<file path="config.mk">
export PLATFORM = sky130hd
export DESIGN_NAME = sync_check_supervisor
export DESIGN_NICKNAME = d
export VERILOG_FILES = /design/src/rtl/sync_chk_pkg.sv /design/src/rtl/sync_chk_qual.sv /design/src/rtl/sync_step_timer.sv /design/src/rtl/sync_check_supervisor.sv
export SDC_FILE = /design/constraint.sdc
export NUM_CORES = 1
export LEC_CHECK = 0
export BUFFER_PORTS_ARGS = -buffer_cell sky130_fd_sc_hd__buf_2
export CORE_MARGIN = 2
export CORE_UTILIZATION = 58
export CTS_CLUSTER_DIAMETER = 80
export DETAILED_ROUTE_END_ITERATION = 10
export GPL_ROUTABILITY_DRIVEN = 0
export GPL_TIMING_DRIVEN = 0
export HOLD_SLACK_MARGIN = 0.15
export PLACE_DENSITY = 0.89
export SLEW_MARGIN = 0
export SYNTH_ARGS = -nofsm -noshare
export SYNTH_HDL_FRONTEND = slang
export SYNTH_SLANG_ARGS = --single-unit
</file>
<file path="constraint.sdc">
create_clock -name clk -period 3.1 [get_ports clk]
set_clock_uncertainty 0.1 [all_clocks]
set_input_delay 0.31 -clock clk [delete_from_list [all_inputs] [get_ports clk]]
set_output_delay 0.31 -clock clk [all_outputs]
set_load 0.01 [all_outputs]
</file>
<file path="src/rtl/sync_chk_pkg.sv">
package sync_chk_pkg;

    typedef enum logic [2:0] {
        ST_IDLE,
        ST_CHECK,
        ST_SUCCESS,
        ST_FAILED,
        ST_BYPASS
    } sc_state_e;

    typedef struct packed {
        logic dv;
        logic df;
        logic da;
        logic zero;
        logic dec;
    } chan_flags_t;

    function automatic logic chan_sync_ok(chan_flags_t f, logic df_en);
        return f.dv && f.da && (f.df || !df_en);
    endfunction

    function automatic logic chan_async_ok(chan_flags_t f);
        return f.zero && f.dec;
    endfunction

endpackage

</file>
<file path="src/rtl/sync_chk_qual.sv">
module sync_chk_qual
    import sync_chk_pkg::*;
#(
    parameter int NCH = 2
) (
    input  logic           split_en,
    input  logic [NCH-1:0] use_en,
    input  logic [NCH-1:0] df_en,
    input  chan_flags_t    flags [NCH],
    output logic           qualified
);

    logic [NCH-1:0] chan_hit;

    for (genvar c = 0; c < NCH; c++) begin : g_chan
        always_comb begin
            if (split_en)
                chan_hit[c] = use_en[c] && chan_async_ok(flags[c]);
            else
                chan_hit[c] = use_en[c] && chan_sync_ok(flags[c], df_en[c]);
        end
    end

    assign qualified = |chan_hit;

endmodule

</file>
<file path="src/rtl/sync_step_timer.sv">
module sync_step_timer #(
    parameter int TICKS_PER_STEP = 100,
    parameter int W              = 10
) (
    input  logic         clk,
    input  logic         rst,
    input  logic         clr,
    input  logic         tick,
    input  logic [W-1:0] limit,
    output logic         done
);

    localparam int PW = (TICKS_PER_STEP > 1) ? $clog2(TICKS_PER_STEP) : 1;
    localparam logic [PW-1:0] PRE_LAST = PW'(TICKS_PER_STEP - 1);

    logic [PW-1:0] pre;
    logic [W-1:0]  steps;

    assign done = (steps >= limit);

    always_ff @(posedge clk) begin
        if (rst || clr) begin
            pre   <= '0;
            steps <= '0;
        end else if (tick && !done) begin
            if (pre == PRE_LAST) begin
                pre   <= '0;
                steps <= steps + 1'b1;
            end else begin
                pre <= pre + 1'b1;
            end
        end
    end

endmodule

</file>
<file path="src/rtl/sync_check_supervisor.sv">
module sync_check_supervisor
    import sync_chk_pkg::*;
#(
    parameter int NCH            = 2,
    parameter int TICKS_PER_STEP = 100,
    parameter int DWELL_W        = 10,
    parameter int FAIL_W         = 15
) (
    input  logic               clk,
    input  logic               rst,
    input  logic               tick_1ms,
    input  logic               check_en,
    input  logic               split_en,
    input  logic               close_req,
    input  logic               block_in,
    input  logic               force_ok,
    input  logic [NCH-1:0]     ch_use,
    input  logic [NCH-1:0]     ch_df_en,
    input  logic [NCH-1:0]     ch_dv_ok,
    input  logic [NCH-1:0]     ch_df_ok,
    input  logic [NCH-1:0]     ch_da_ok,
    input  logic [NCH-1:0]     ch_ang_zero,
    input  logic [NCH-1:0]     ch_ang_dec,
    input  logic [DWELL_W-1:0] dwell_set,
    input  logic [FAIL_W-1:0]  fail_set,
    output logic               sync_ok,
    output logic               sync_fail,
    output logic               bypass
);

    sc_state_e          state, state_nx;
    chan_flags_t        flags [NCH];
    logic [DWELL_W-1:0] dwell_q;
    logic [FAIL_W-1:0]  fail_q;
    logic               qual, qual_ok, dwell_done, fail_done, in_check;

    for (genvar c = 0; c < NCH; c++) begin : g_pack
        assign flags[c] = '{dv:   ch_dv_ok[c],  df:  ch_df_ok[c],
                            da:   ch_da_ok[c],  zero: ch_ang_zero[c],
                            dec:  ch_ang_dec[c]};
    end

    sync_chk_qual #(.NCH(NCH)) u_qual (
        .split_en  (split_en),
        .use_en    (ch_use),
        .df_en     (ch_df_en),
        .flags     (flags),
        .qualified (qual)
    );

    assign in_check = (state == ST_CHECK);
    assign qual_ok  = qual && !block_in;

    sync_step_timer #(.TICKS_PER_STEP(TICKS_PER_STEP), .W(DWELL_W)) u_dwell (
        .clk   (clk),
        .rst   (rst),
        .clr   (!in_check || !qual_ok),
        .tick  (tick_1ms),
        .limit (dwell_q),
        .done  (dwell_done)
    );

    sync_step_timer #(.TICKS_PER_STEP(TICKS_PER_STEP), .W(FAIL_W)) u_fail (
        .clk   (clk),
        .rst   (rst),
        .clr   (!in_check),
        .tick  (tick_1ms),
        .limit (fail_q),
        .done  (fail_done)
    );

    always_ff @(posedge clk) begin
        if (rst) begin
            dwell_q <= '0;
            fail_q  <= '0;
        end else if (state == ST_IDLE && close_req) begin
            dwell_q <= dwell_set;
            fail_q  <= fail_set;
        end
    end

    always_comb begin
        state_nx = state;
        unique case (state)
            ST_IDLE: begin
                if (close_req)
                    state_nx = check_en ? ST_CHECK : ST_BYPASS;
            end
            ST_CHECK: begin
                if (!close_req)
                    state_nx = ST_IDLE;
                else if (force_ok && !block_in)
                    state_nx = ST_SUCCESS;
                else if (qual_ok && (split_en || dwell_done))
                    state_nx = ST_SUCCESS;
                else if (fail_done)
                    state_nx = ST_FAILED;
            end
            ST_SUCCESS, ST_FAILED, ST_BYPASS: begin
                if (!close_req)
                    state_nx = ST_IDLE;
            end
            default: state_nx = ST_IDLE;
        endcase
    end

    always_ff @(posedge clk) begin
        if (rst) state <= ST_IDLE;
        else     state <= state_nx;
    end

    assign sync_ok   = (state == ST_SUCCESS) && !block_in;
    assign sync_fail = (state == ST_FAILED);
    assign bypass    = (state == ST_BYPASS);

endmodule

</file>
==> results of run 1 <==
[layout by cell type, fill, tap and decap left out, types with 3 or more instances in the layout]
cell                            synthesis  final
sky130_fd_sc_hd__buf_2                  1     50
sky130_fd_sc_hd__nor3_1                 5      5
sky130_fd_sc_hd__o21ai_0               20     20
sky130_fd_sc_hd__dlygate4sd3_1          0     26
sky130_fd_sc_hd__and2_1                 3      3
sky130_fd_sc_hd__nand3_1               10     10
sky130_fd_sc_hd__inv_1                 31     31
sky130_fd_sc_hd__o21a_1                 4      4
sky130_fd_sc_hd__o31ai_1                5      5
sky130_fd_sc_hd__or4_1                  6      6
sky130_fd_sc_hd__or3_1                 11     11
sky130_fd_sc_hd__nand2b_1              10     10
sky130_fd_sc_hd__o2111ai_1              5      5
sky130_fd_sc_hd__clkbuf_8               0     10
sky130_fd_sc_hd__nand2_1               78     78
sky130_fd_sc_hd__xnor2_1                6      6
sky130_fd_sc_hd__nand4_1                8      8
sky130_fd_sc_hd__dfxtp_1               67     67
sky130_fd_sc_hd__xor2_1                 8      8
sky130_fd_sc_hd__nor2_1                28     28
sky130_fd_sc_hd__a21oi_1               50     50
sky130_fd_sc_hd__nor4_1                 3      3
sky130_fd_sc_hd__or2_2                  3      3
sky130_fd_sc_hd__clkbuf_1              12     16
sky130_fd_sc_hd__ha_1                  29     29
sky130_fd_sc_hd__nor2b_1                7      7
sky130_fd_sc_hd__mux2i_1                5      5
sky130_fd_sc_hd__and3_1                 5      5
[power groups by stage]
stage	logic [mW]	clock network [mW]	registers (mW)
floorplan	0.488	0	0.988
global placement	0.623	0	0.998
detailed placement	0.650	0	1.00
CTS	0.680	0.726	0.983
global route	0.786	0.768	0.992
finish	0.699	0.724	0.986
[logic make-up after synthesis]
group           count (synthesis)
xor+xnor                       14
flops                          67
buf+inv                        45
fa+ha+maj                      29
mux                             5
simple gates                  188
compound gates                111
[sequential cells by signal, indices dropped and copies added, names as in the netlist]
| register | count |
|---|---|
| u_dwell.steps | 10 |
| u_fail.steps | 15 |
| state | 3 |
| u_dwell.pre | 7 |
| fail_q | 15 |
| dwell_q | 10 |
| u_fail.pre | 7 |
[per-layer routing]
metal	vias up	wire length (um)
met5	-	0
met3	28	400
li1	1801	-
met2	105	4900
met4	0	298
met1	1747	3850
[worst paths after layout]
kind                                       to        from  slack (ns)  depth (start not counted)
worst max-delay path            u_fail.pre[6]  fail_q[10]        0.47                          9
worst max register to register  u_fail.pre[6]  fail_q[10]        0.47                          9
worst min-delay path                 state[2]    check_en        0.18                          3
worst min register to register      fail_q[1]   fail_q[1]        0.36                          2
[final cells by class]
type                            instances  area, sq um
Clock inverter                          2         35.0
Inverter                               31          116
Multi-Input combinational cell        347         2200
Timing Repair Buffer                   75          505
Sequential cell                        67         1340
Buffer                                 14         61.3
Tap cell                               77         96.3
Fill cell                             479         1770
Clock buffer                           14          153
[timing repair]
action | in CTS | in global routing
hold buffers | 26 | 0
endpoints found under the hold margin | 26 | 0
setup endpoints to repair | 0 | 0
gates resized for setup | 0 | 0
[critical path, stage by stage, from the launching register on]
cell and delay [ns]:
sky130_fd_sc_hd__dfxtp_1 0.34, sky130_fd_sc_hd__inv_1 0.06, sky130_fd_sc_hd__ha_1 0.30, sky130_fd_sc_hd__and2_1 0.18, sky130_fd_sc_hd__a221o_1 0.34, sky130_fd_sc_hd__a21oi_4 0.32, sky130_fd_sc_hd__o21ai_2 0.18, sky130_fd_sc_hd__buf_6 0.18
sky130_fd_sc_hd__o311a_1 0.34, sky130_fd_sc_hd__a31o_1 0.18
[through the flow]
| step | utilization | power (mW) | cells |
|---|---|---|---|
| 5_1_grt | 0.718 | 2.55 | 627 |
| 6_report | 0.718 | 2.41 | 627 |
| 3_3_place_gp | 0.647 | 1.62 | 585 |
| 4_1_cts | 0.718 | 2.39 | 627 |
| 3_5_place_dp | 0.647 | 1.65 | 585 |
| 2_1_floorplan | - | 1.48 | 459 |
==> flow_results.xml, run 1 <==
<?xml version="1.0" encoding="UTF-8"?>
<metrics>
  <group name="run_status">
    <metric name="status" unit="">complete, no violations</metric>
  </group>
  <group name="place">
    <metric name="dpl_worst_slack" unit="ns">0.506</metric>
    <metric name="io_buf_count" unit="">49</metric>
    <metric name="half_perimeter_wire_length_after_detailed_placement" unit="mm">6.52</metric>
    <metric name="placed_area" unit="sq mm">0.00406</metric>
  </group>
  <group name="floorplan">
    <metric name="placeableCoreArea" unit="sq mm">0.00628</metric>
    <metric name="starting_density_of_the_core" unit="">0.592</metric>
    <metric name="dieArea" unit="sq mm">0.00707</metric>
    <metric name="chipHeight" unit="um">84.1</metric>
    <metric name="rows" unit="">29</metric>
    <metric name="io-pin-count" unit="">50</metric>
    <metric name="fp.dieW" unit="um">84.1</metric>
  </group>
  <group name="sta">
    <metric name="unrepaired_setup_endpoints_after_global_routing" unit="">no</metric>
    <metric name="max_clock_freq" unit="GHz">0.381</metric>
    <metric name="setup-tns-final" unit="ns">0</metric>
    <metric name="whs" unit="ns">0.183</metric>
    <metric name="slew_viol_final" unit="">0</metric>
    <metric name="period_minus_slack" unit="ns">2.63</metric>
    <metric name="setup_viol" unit="">0</metric>
    <metric name="finalHoldViolCount" unit="">0</metric>
    <metric name="worst-slew-pin-transition" unit="ns">0.878</metric>
    <metric name="final.setup.worst_slack" unit="ns">0.475</metric>
    <metric name="relSlewSlack" unit="">0.410</metric>
    <metric name="timing.final.crit_share" unit="">0.847</metric>
  </group>
  <group name="clocking">
    <metric name="numCtsBuffers" unit="">9</metric>
    <metric name="cts_num_sinks" unit="">67</metric>
    <metric name="cts_tree" unit="">done</metric>
    <metric name="clockBufferDepth" unit="">2</metric>
    <metric name="clk_pin_slew" unit="ns">0.07</metric>
    <metric name="h-tree-depth" unit="">3</metric>
    <metric name="clk_latency" unit="ns">0.35</metric>
    <metric name="cts.repair_timing.setup_buffer_count" unit="">0</metric>
    <metric name="ctsRootBufferMaster" unit="">sky130_fd_sc_hd__clkbuf_8</metric>
  </group>
  <group name="synth">
    <metric name="dominantRegCellSynth" unit="">sky130_fd_sc_hd__dfxtp_1</metric>
    <metric name="yosys_register_bits" unit="">67</metric>
    <metric name="synthTopCellsByCount" unit="">sky130_fd_sc_hd__nand2_1, sky130_fd_sc_hd__dfxtp_1, sky130_fd_sc_hd__a21oi_1</metric>
    <metric name="synth.most_common_cell" unit="">sky130_fd_sc_hd__nand2_1</metric>
    <metric name="post_synth_main_area_contributors" unit="">sky130_fd_sc_hd__dfxtp_1, sky130_fd_sc_hd__ha_1, sky130_fd_sc_hd__nand2_1</metric>
    <metric name="synthesis.nets" unit="">535</metric>
    <metric name="syn_area" unit="sq mm">0.00372</metric>
    <metric name="synthSimpleGateAreaFrac" unit="">0.251</metric>
    <metric name="synth.mux.area_fraction" unit="">0.0135</metric>
    <metric name="synth.largest_area_cell" unit="">sky130_fd_sc_hd__dfxtp_1</metric>
    <metric name="synth.lib_cells_used.distinct" unit="">57</metric>
    <metric name="synth_xor_area_frac" unit="">0.0330</metric>
    <metric name="synth-async-reset-ratio" unit="">0</metric>
    <metric name="synth_top_area_share" unit="">0.361</metric>
    <metric name="combinational_family_with_the_most_area_after_synthesis" unit="">simple AND/OR/NAND/NOR gates</metric>
    <metric name="synth-edff-count" unit="">0</metric>
    <metric name="avgSynthCellArea" unit="sq um">8.10</metric>
    <metric name="yosysSeqAreaShare" unit="">0.361</metric>
    <metric name="synth_adder_area_share" unit="">0.0976</metric>
    <metric name="synth_compound_area_frac" unit="">0.197</metric>
    <metric name="syn-instance-count" unit="">459</metric>
    <metric name="yosysWarningCount" unit="">0</metric>
  </group>
  <group name="setup_path">
    <metric name="crit_required" unit="ns">3.25</metric>
    <metric name="worstPathMaxFanout" unit="">10</metric>
    <metric name="path_class" unit="">reg2reg</metric>
    <metric name="setup.worst_path.end_class" unit="">flip-flop</metric>
    <metric name="cp_data_arrival_time" unit="ns">2.77</metric>
    <metric name="cp-start-kind" unit="">flip-flop</metric>
  </group>
  <group name="grt">
    <metric name="grt-ovfl-total" unit="">0</metric>
    <metric name="global_route.usage.met1" unit="">0.307</metric>
    <metric name="via_count_of_the_first_global_routing_pass" unit="">3664</metric>
    <metric name="largest_net_degree_at_the_start_of_global_routing" unit="">11</metric>
    <metric name="use_met3" unit="">0.0613</metric>
    <metric name="grt_first_pass_wirelength" unit="mm">16.1</metric>
    <metric name="grt_antenna_before_repair" unit="">0</metric>
    <metric name="grt.met2_usage" unit="">0.507</metric>
    <metric name="grt_use_total" unit="">0.281</metric>
    <metric name="grt_most_used_layer" unit="">met2</metric>
  </group>
  <group name="power">
    <metric name="switching_share" unit="">0.343</metric>
    <metric name="pwr-share-clk" unit="">0.301</metric>
    <metric name="power_frac_comb" unit="">0.290</metric>
    <metric name="vdd.ir_drop.worst" unit="mV">0.444</metric>
    <metric name="p_int" unit="mW">1.58</metric>
    <metric name="p_sw" unit="uW">827</metric>
    <metric name="pwr_density_cell" unit="mW/mm^2">535</metric>
    <metric name="p_leak" unit="nW">1.72</metric>
    <metric name="seqPwrFrac" unit="">0.409</metric>
  </group>
  <group name="flow_run">
    <metric name="max_cap_violations" unit="">0</metric>
  </group>
  <group name="routing">
    <metric name="route.vias.total" unit="">3681</metric>
    <metric name="first_pass_iters" unit="">4</metric>
    <metric name="route.detailed.wl_per_inst" unit="um">15.1</metric>
    <metric name="detail_route.iter0.violations" unit="">149</metric>
    <metric name="drcViolationCount" unit="">0</metric>
    <metric name="routed_wl" unit="mm">9.44</metric>
    <metric name="avgViaCountPerCell" unit="">5.87</metric>
    <metric name="antenna_left" unit="">0</metric>
  </group>
  <group name="cells_and_area">
    <metric name="fraction_of_final_layout_cells_sized_beyond_drive_strength_1" unit="">0.142</metric>
    <metric name="antenna-diode-count" unit="">0</metric>
    <metric name="finalNetCount" unit="">621</metric>
    <metric name="syn2layout_area_growth" unit="%">21.2</metric>
    <metric name="post-route-cell-area" unit="sq mm">0.00451</metric>
  </group>
  <group name="hold_path">
    <metric name="path_class_of_the_lowest_slack_min_delay_path" unit="">in2reg</metric>
  </group>
</metrics>
Power figures use the tool's default switching activity.
==> run 2: changes to the inputs <==
--- a/config.mk
+++ b/config.mk
@@ -5,15 +5,16 @@
 export SDC_FILE = /design/constraint.sdc
 export NUM_CORES = 1
 export LEC_CHECK = 0
+export ABC_AREA = 1
 export BUFFER_PORTS_ARGS = -buffer_cell sky130_fd_sc_hd__buf_2
 export CORE_MARGIN = 2
-export CORE_UTILIZATION = 58
+export CORE_UTILIZATION = 53
 export CTS_CLUSTER_DIAMETER = 80
 export DETAILED_ROUTE_END_ITERATION = 10
 export GPL_ROUTABILITY_DRIVEN = 0
 export GPL_TIMING_DRIVEN = 0
 export HOLD_SLACK_MARGIN = 0.15
-export PLACE_DENSITY = 0.89
+export PLACE_DENSITY = 0.86
 export SLEW_MARGIN = 0
 export SYNTH_ARGS = -nofsm -noshare
 export SYNTH_HDL_FRONTEND = slang
==> constraint.sdc (replaced) <==
create_clock -name clk -period 2.3 [get_ports clk]
set_clock_uncertainty 0.1 [all_clocks]
set_input_delay 0.23 -clock clk [delete_from_list [all_inputs] [get_ports clk]]
set_output_delay 0.23 -clock clk [all_outputs]
set_load 0.01 [all_outputs]
==> run 2 against run 1 <==
Setup slack worse by 0.38 ns; largest power group unchanged; sequential cell count stayed put; fmax is 19% higher; sequential power grew 42%; largest cell class unchanged; hold slack worse by 0.018 ns; die area is 15% higher; synthesized cell count up 19%; utilization decreased by 3.6 points; synthesized area is 6.1% higher; critical path type unchanged.
==> flow_results.xml, run 2 <==
<?xml version="1.0" encoding="UTF-8"?>
<metrics>
  <group name="cells_and_area">
    <metric name="post-route-cell-area" unit="sq mm">0.00492</metric>
    <metric name="layout_common_cells" unit="">sky130_fd_sc_hd__nand2_1, sky130_fd_sc_hd__inv_1, sky130_fd_sc_hd__dfxtp_1</metric>
    <metric name="fraction_of_final_layout_cells_sized_beyond_drive_strength_1" unit="">0.189</metric>
    <metric name="finalNetCount" unit="">715</metric>
    <metric name="final_common_cell" unit="">sky130_fd_sc_hd__nand2_1</metric>
    <metric name="syn2layout_area_growth" unit="%">24.7</metric>
    <metric name="post-route-util" unit="">0.682</metric>
    <metric name="biggestRegsByFlops" unit="">fail_q (15), u_fail.steps (15)</metric>
  </group>
  <group name="routing">
    <metric name="route.detailed.wl_per_inst" unit="um">15.2</metric>
    <metric name="avgViaCountPerCell" unit="">5.42</metric>
    <metric name="antenna_left" unit="">0</metric>
    <metric name="detail_route.iter0.violations" unit="">245</metric>
    <metric name="routed_wl" unit="mm">11.3</metric>
    <metric name="first_pass_iters" unit="">6</metric>
    <metric name="route.vias.total" unit="">4034</metric>
    <metric name="drcViolationCount" unit="">0</metric>
  </group>
  <group name="place">
    <metric name="io_buf_count" unit="">49</metric>
    <metric name="half_perimeter_wire_length_after_detailed_placement" unit="mm">7.14</metric>
    <metric name="dpl_worst_slack" unit="ns">0.0105</metric>
    <metric name="placed_area" unit="sq mm">0.00431</metric>
  </group>
  <group name="setup_path">
    <metric name="rr_endpoint" unit="">u_fail.steps[14]</metric>
    <metric name="crit_required" unit="ns">2.43</metric>
    <metric name="timing.critical_path.cells" unit="">inv_1 &gt; ha_4 &gt; a21oi_1 &gt; nand2_1 &gt; a21oi_2 &gt; nand2_4 &gt; nor3_4 &gt; nand2_4 &gt; buf_6 &gt; nand2_1 &gt; a21oi_2</metric>
    <metric name="timing.critical_path.from" unit="">fail_q[14]</metric>
    <metric name="crit_end" unit="">u_fail.steps[14]</metric>
    <metric name="critPathBufInv" unit="">2</metric>
    <metric name="r2r_slack" unit="ns">0.09</metric>
    <metric name="worst-path-stages" unit="">11</metric>
    <metric name="r2r_cells" unit="">11</metric>
    <metric name="worst_path_dominant_cell_family" unit="">simple AND/OR/NAND/NOR gates</metric>
    <metric name="cp_data_arrival_time" unit="ns">2.33</metric>
    <metric name="worstPathMaxFanout" unit="">10</metric>
    <metric name="crit_path_top_delay_cell" unit="">sky130_fd_sc_hd__nor3_4</metric>
    <metric name="cp-start-kind" unit="">flip-flop</metric>
    <metric name="slowest_delay" unit="ns">0.32</metric>
    <metric name="setup.worst_path.end_class" unit="">flip-flop</metric>
    <metric name="worst_r2r_startpoint" unit="">fail_q[14]</metric>
    <metric name="path_class" unit="">reg2reg</metric>
  </group>
  <group name="synth">
    <metric name="combinational_family_with_the_most_area_after_synthesis" unit="">simple AND/OR/NAND/NOR gates</metric>
    <metric name="syn-instance-count" unit="">548</metric>
    <metric name="synth.mux.area_fraction" unit="">0</metric>
    <metric name="yosysSeqAreaShare" unit="">0.340</metric>
    <metric name="synth-async-reset-ratio" unit="">0</metric>
    <metric name="synth_compound_area_frac" unit="">0.133</metric>
    <metric name="synth.most_common_cell" unit="">sky130_fd_sc_hd__nand2_1</metric>
    <metric name="yosys_register_bits" unit="">67</metric>
    <metric name="synthTopCellsByCount" unit="">sky130_fd_sc_hd__nand2_1, sky130_fd_sc_hd__inv_1, sky130_fd_sc_hd__dfxtp_1</metric>
    <metric name="synth_xor_area_frac" unit="">0.0489</metric>
    <metric name="synthesis.nets" unit="">624</metric>
    <metric name="synth-edff-count" unit="">0</metric>
    <metric name="yosysWarningCount" unit="">0</metric>
    <metric name="dominantRegCellSynth" unit="">sky130_fd_sc_hd__dfxtp_1</metric>
    <metric name="syn_area" unit="sq mm">0.00394</metric>
    <metric name="post_synth_main_area_contributors" unit="">sky130_fd_sc_hd__dfxtp_1, sky130_fd_sc_hd__nand2_1, sky130_fd_sc_hd__ha_1</metric>
    <metric name="synthSimpleGateAreaFrac" unit="">0.296</metric>
    <metric name="synth.largest_area_cell" unit="">sky130_fd_sc_hd__dfxtp_1</metric>
    <metric name="avgSynthCellArea" unit="sq um">7.20</metric>
    <metric name="synth_top_area_share" unit="">0.340</metric>
    <metric name="synth.lib_cells_used.distinct" unit="">33</metric>
    <metric name="synth_adder_area_share" unit="">0.0920</metric>
  </group>
  <group name="grt">
    <metric name="grt-ovfl-total" unit="">0</metric>
    <metric name="via_count_of_the_first_global_routing_pass" unit="">3993</metric>
    <metric name="grt_use_total" unit="">0.271</metric>
    <metric name="largest_net_degree_at_the_start_of_global_routing" unit="">12</metric>
    <metric name="grt_first_pass_wirelength" unit="mm">18.0</metric>
    <metric name="grt_antenna_before_repair" unit="">1</metric>
  </group>
  <group name="clocking">
    <metric name="numCtsBuffers" unit="">9</metric>
    <metric name="cts_num_sinks" unit="">67</metric>
    <metric name="clk_latency" unit="ns">0.35</metric>
    <metric name="ctsRootBufferMaster" unit="">sky130_fd_sc_hd__clkbuf_8</metric>
    <metric name="cts_tree" unit="">done</metric>
    <metric name="clockBufferDepth" unit="">2</metric>
    <metric name="clk_pin_slew" unit="ns">0.07</metric>
    <metric name="h-tree-depth" unit="">3</metric>
  </group>
  <group name="power">
    <metric name="pwr_density_cell" unit="mW/mm^2">792</metric>
    <metric name="vdd.ir_drop.worst" unit="mV">0.446</metric>
    <metric name="p_leak" unit="nW">2.11</metric>
  </group>
  <group name="sta">
    <metric name="timing.final.crit_share" unit="">0.960</metric>
    <metric name="relSlewSlack" unit="">0.683</metric>
    <metric name="final.setup.worst_slack" unit="ns">0.0909</metric>
    <metric name="worst-slew-pin-transition" unit="ns">0.476</metric>
    <metric name="finalHoldViolCount" unit="">0</metric>
    <metric name="whs" unit="ns">0.166</metric>
    <metric name="slew_viol_final" unit="">0</metric>
    <metric name="setup_viol" unit="">0</metric>
    <metric name="max_clock_freq" unit="GHz">0.453</metric>
    <metric name="period_minus_slack" unit="ns">2.21</metric>
  </group>
  <group name="floorplan">
    <metric name="fp.dieW" unit="um">90.3</metric>
    <metric name="rows" unit="">31</metric>
    <metric name="dieArea" unit="sq mm">0.00815</metric>
    <metric name="io-pin-count" unit="">50</metric>
    <metric name="chipHeight" unit="um">90.3</metric>
    <metric name="starting_density_of_the_core" unit="">0.547</metric>
    <metric name="placeableCoreArea" unit="sq mm">0.00721</metric>
  </group>
  <group name="run_status">
    <metric name="status" unit="">complete, no violations</metric>
  </group>
  <group name="hold_path">
    <metric name="path_class_of_the_lowest_slack_min_delay_path" unit="">in2reg</metric>
  </group>
  <group name="flow_run">
    <metric name="max_cap_violations" unit="">0</metric>
  </group>
</metrics>
==> run 2: timing repair <==
item / CTS / global route
setup endpoints to repair: 0 / 21
endpoints found under the hold margin: 25 / 0
hold buffers: 27 / 0
resized for setup: 0 / 13
buffers inserted: 0 / 4
==> run 2: worst min-delay path by stage <==
stage,startpoint,to,slack (ns),cells past startpoint
3_5_place_dp,fail_q[2],fail_q[2],0.35,2
5_1_grt,dwell_set[8],dwell_q[8],0.20,3
6_report,check_en,state[2],0.17,6
3_3_place_gp,dwell_q[7],dwell_q[7],0.35,2
2_1_floorplan,rst,dwell_q[0],0.20,1
4_1_cts,dwell_set[8],dwell_q[8],0.16,3
==> run 2: kinds of logic after synthesis <==
group / count (synthesis)
and+or+nand+nor: 247
AOI/OAI and AO/OA: 96
buffers and inverters: 87
DFF: 67
adders and majority gates: 29
xor gates and xnor gates: 22
==> run 2: power breakdown <==
part,internal (mW),switching [mW]
Sequential,1.33,0.0728
Clock,0.668,0.446
Combinational,0.485,0.897
==> run 2: layer usage <==
metal | GRT usage | share of wire
met1 | 0.297 | 0.38
met5 | 0 | 0
met2 | 0.494 | 0.51
met4 | 0.119 | 0.044
met3 | 0.0684 | 0.068
==> run 2: tightest hold or removal path, stage by stage <==
cell and delay (ns):
sky130_fd_sc_hd__buf_2 0.07, sky130_fd_sc_hd__inv_1 0.04, sky130_fd_sc_hd__nand2_1 0.05, sky130_fd_sc_hd__nand3_1 0.07
sky130_fd_sc_hd__nand2_1 0.06, sky130_fd_sc_hd__nor2_1 0.04
==> run 2: through the flow <==
stage | setup TNS (ns) | cells | power [mW]
CTS | 0 | 739 | 3.77
detailed placement | 0 | 696 | 2.61
global placement | 0 | 696 | 2.54
finish | 0 | 744 | 3.90
floorplan | 0 | 548 | 2.30
global route | -0.0186 | 744 | 4.10
==> run 2: area by class of cell <==
| class | instances | area (sq um) |
|---|---|---|
| timing repair buffer | 80 | 546 |
| fill | 553 | 2290 |
| multi-input combinational | 394 | 2320 |
| sequential | 67 | 1350 |
| clock inverter | 4 | 72.6 |
| buffer | 10 | 65.1 |
| tap | 99 | 124 |
| inverter | 77 | 289 |
| antenna | 1 | 2.50 |
| clock buffer | 12 | 155 |
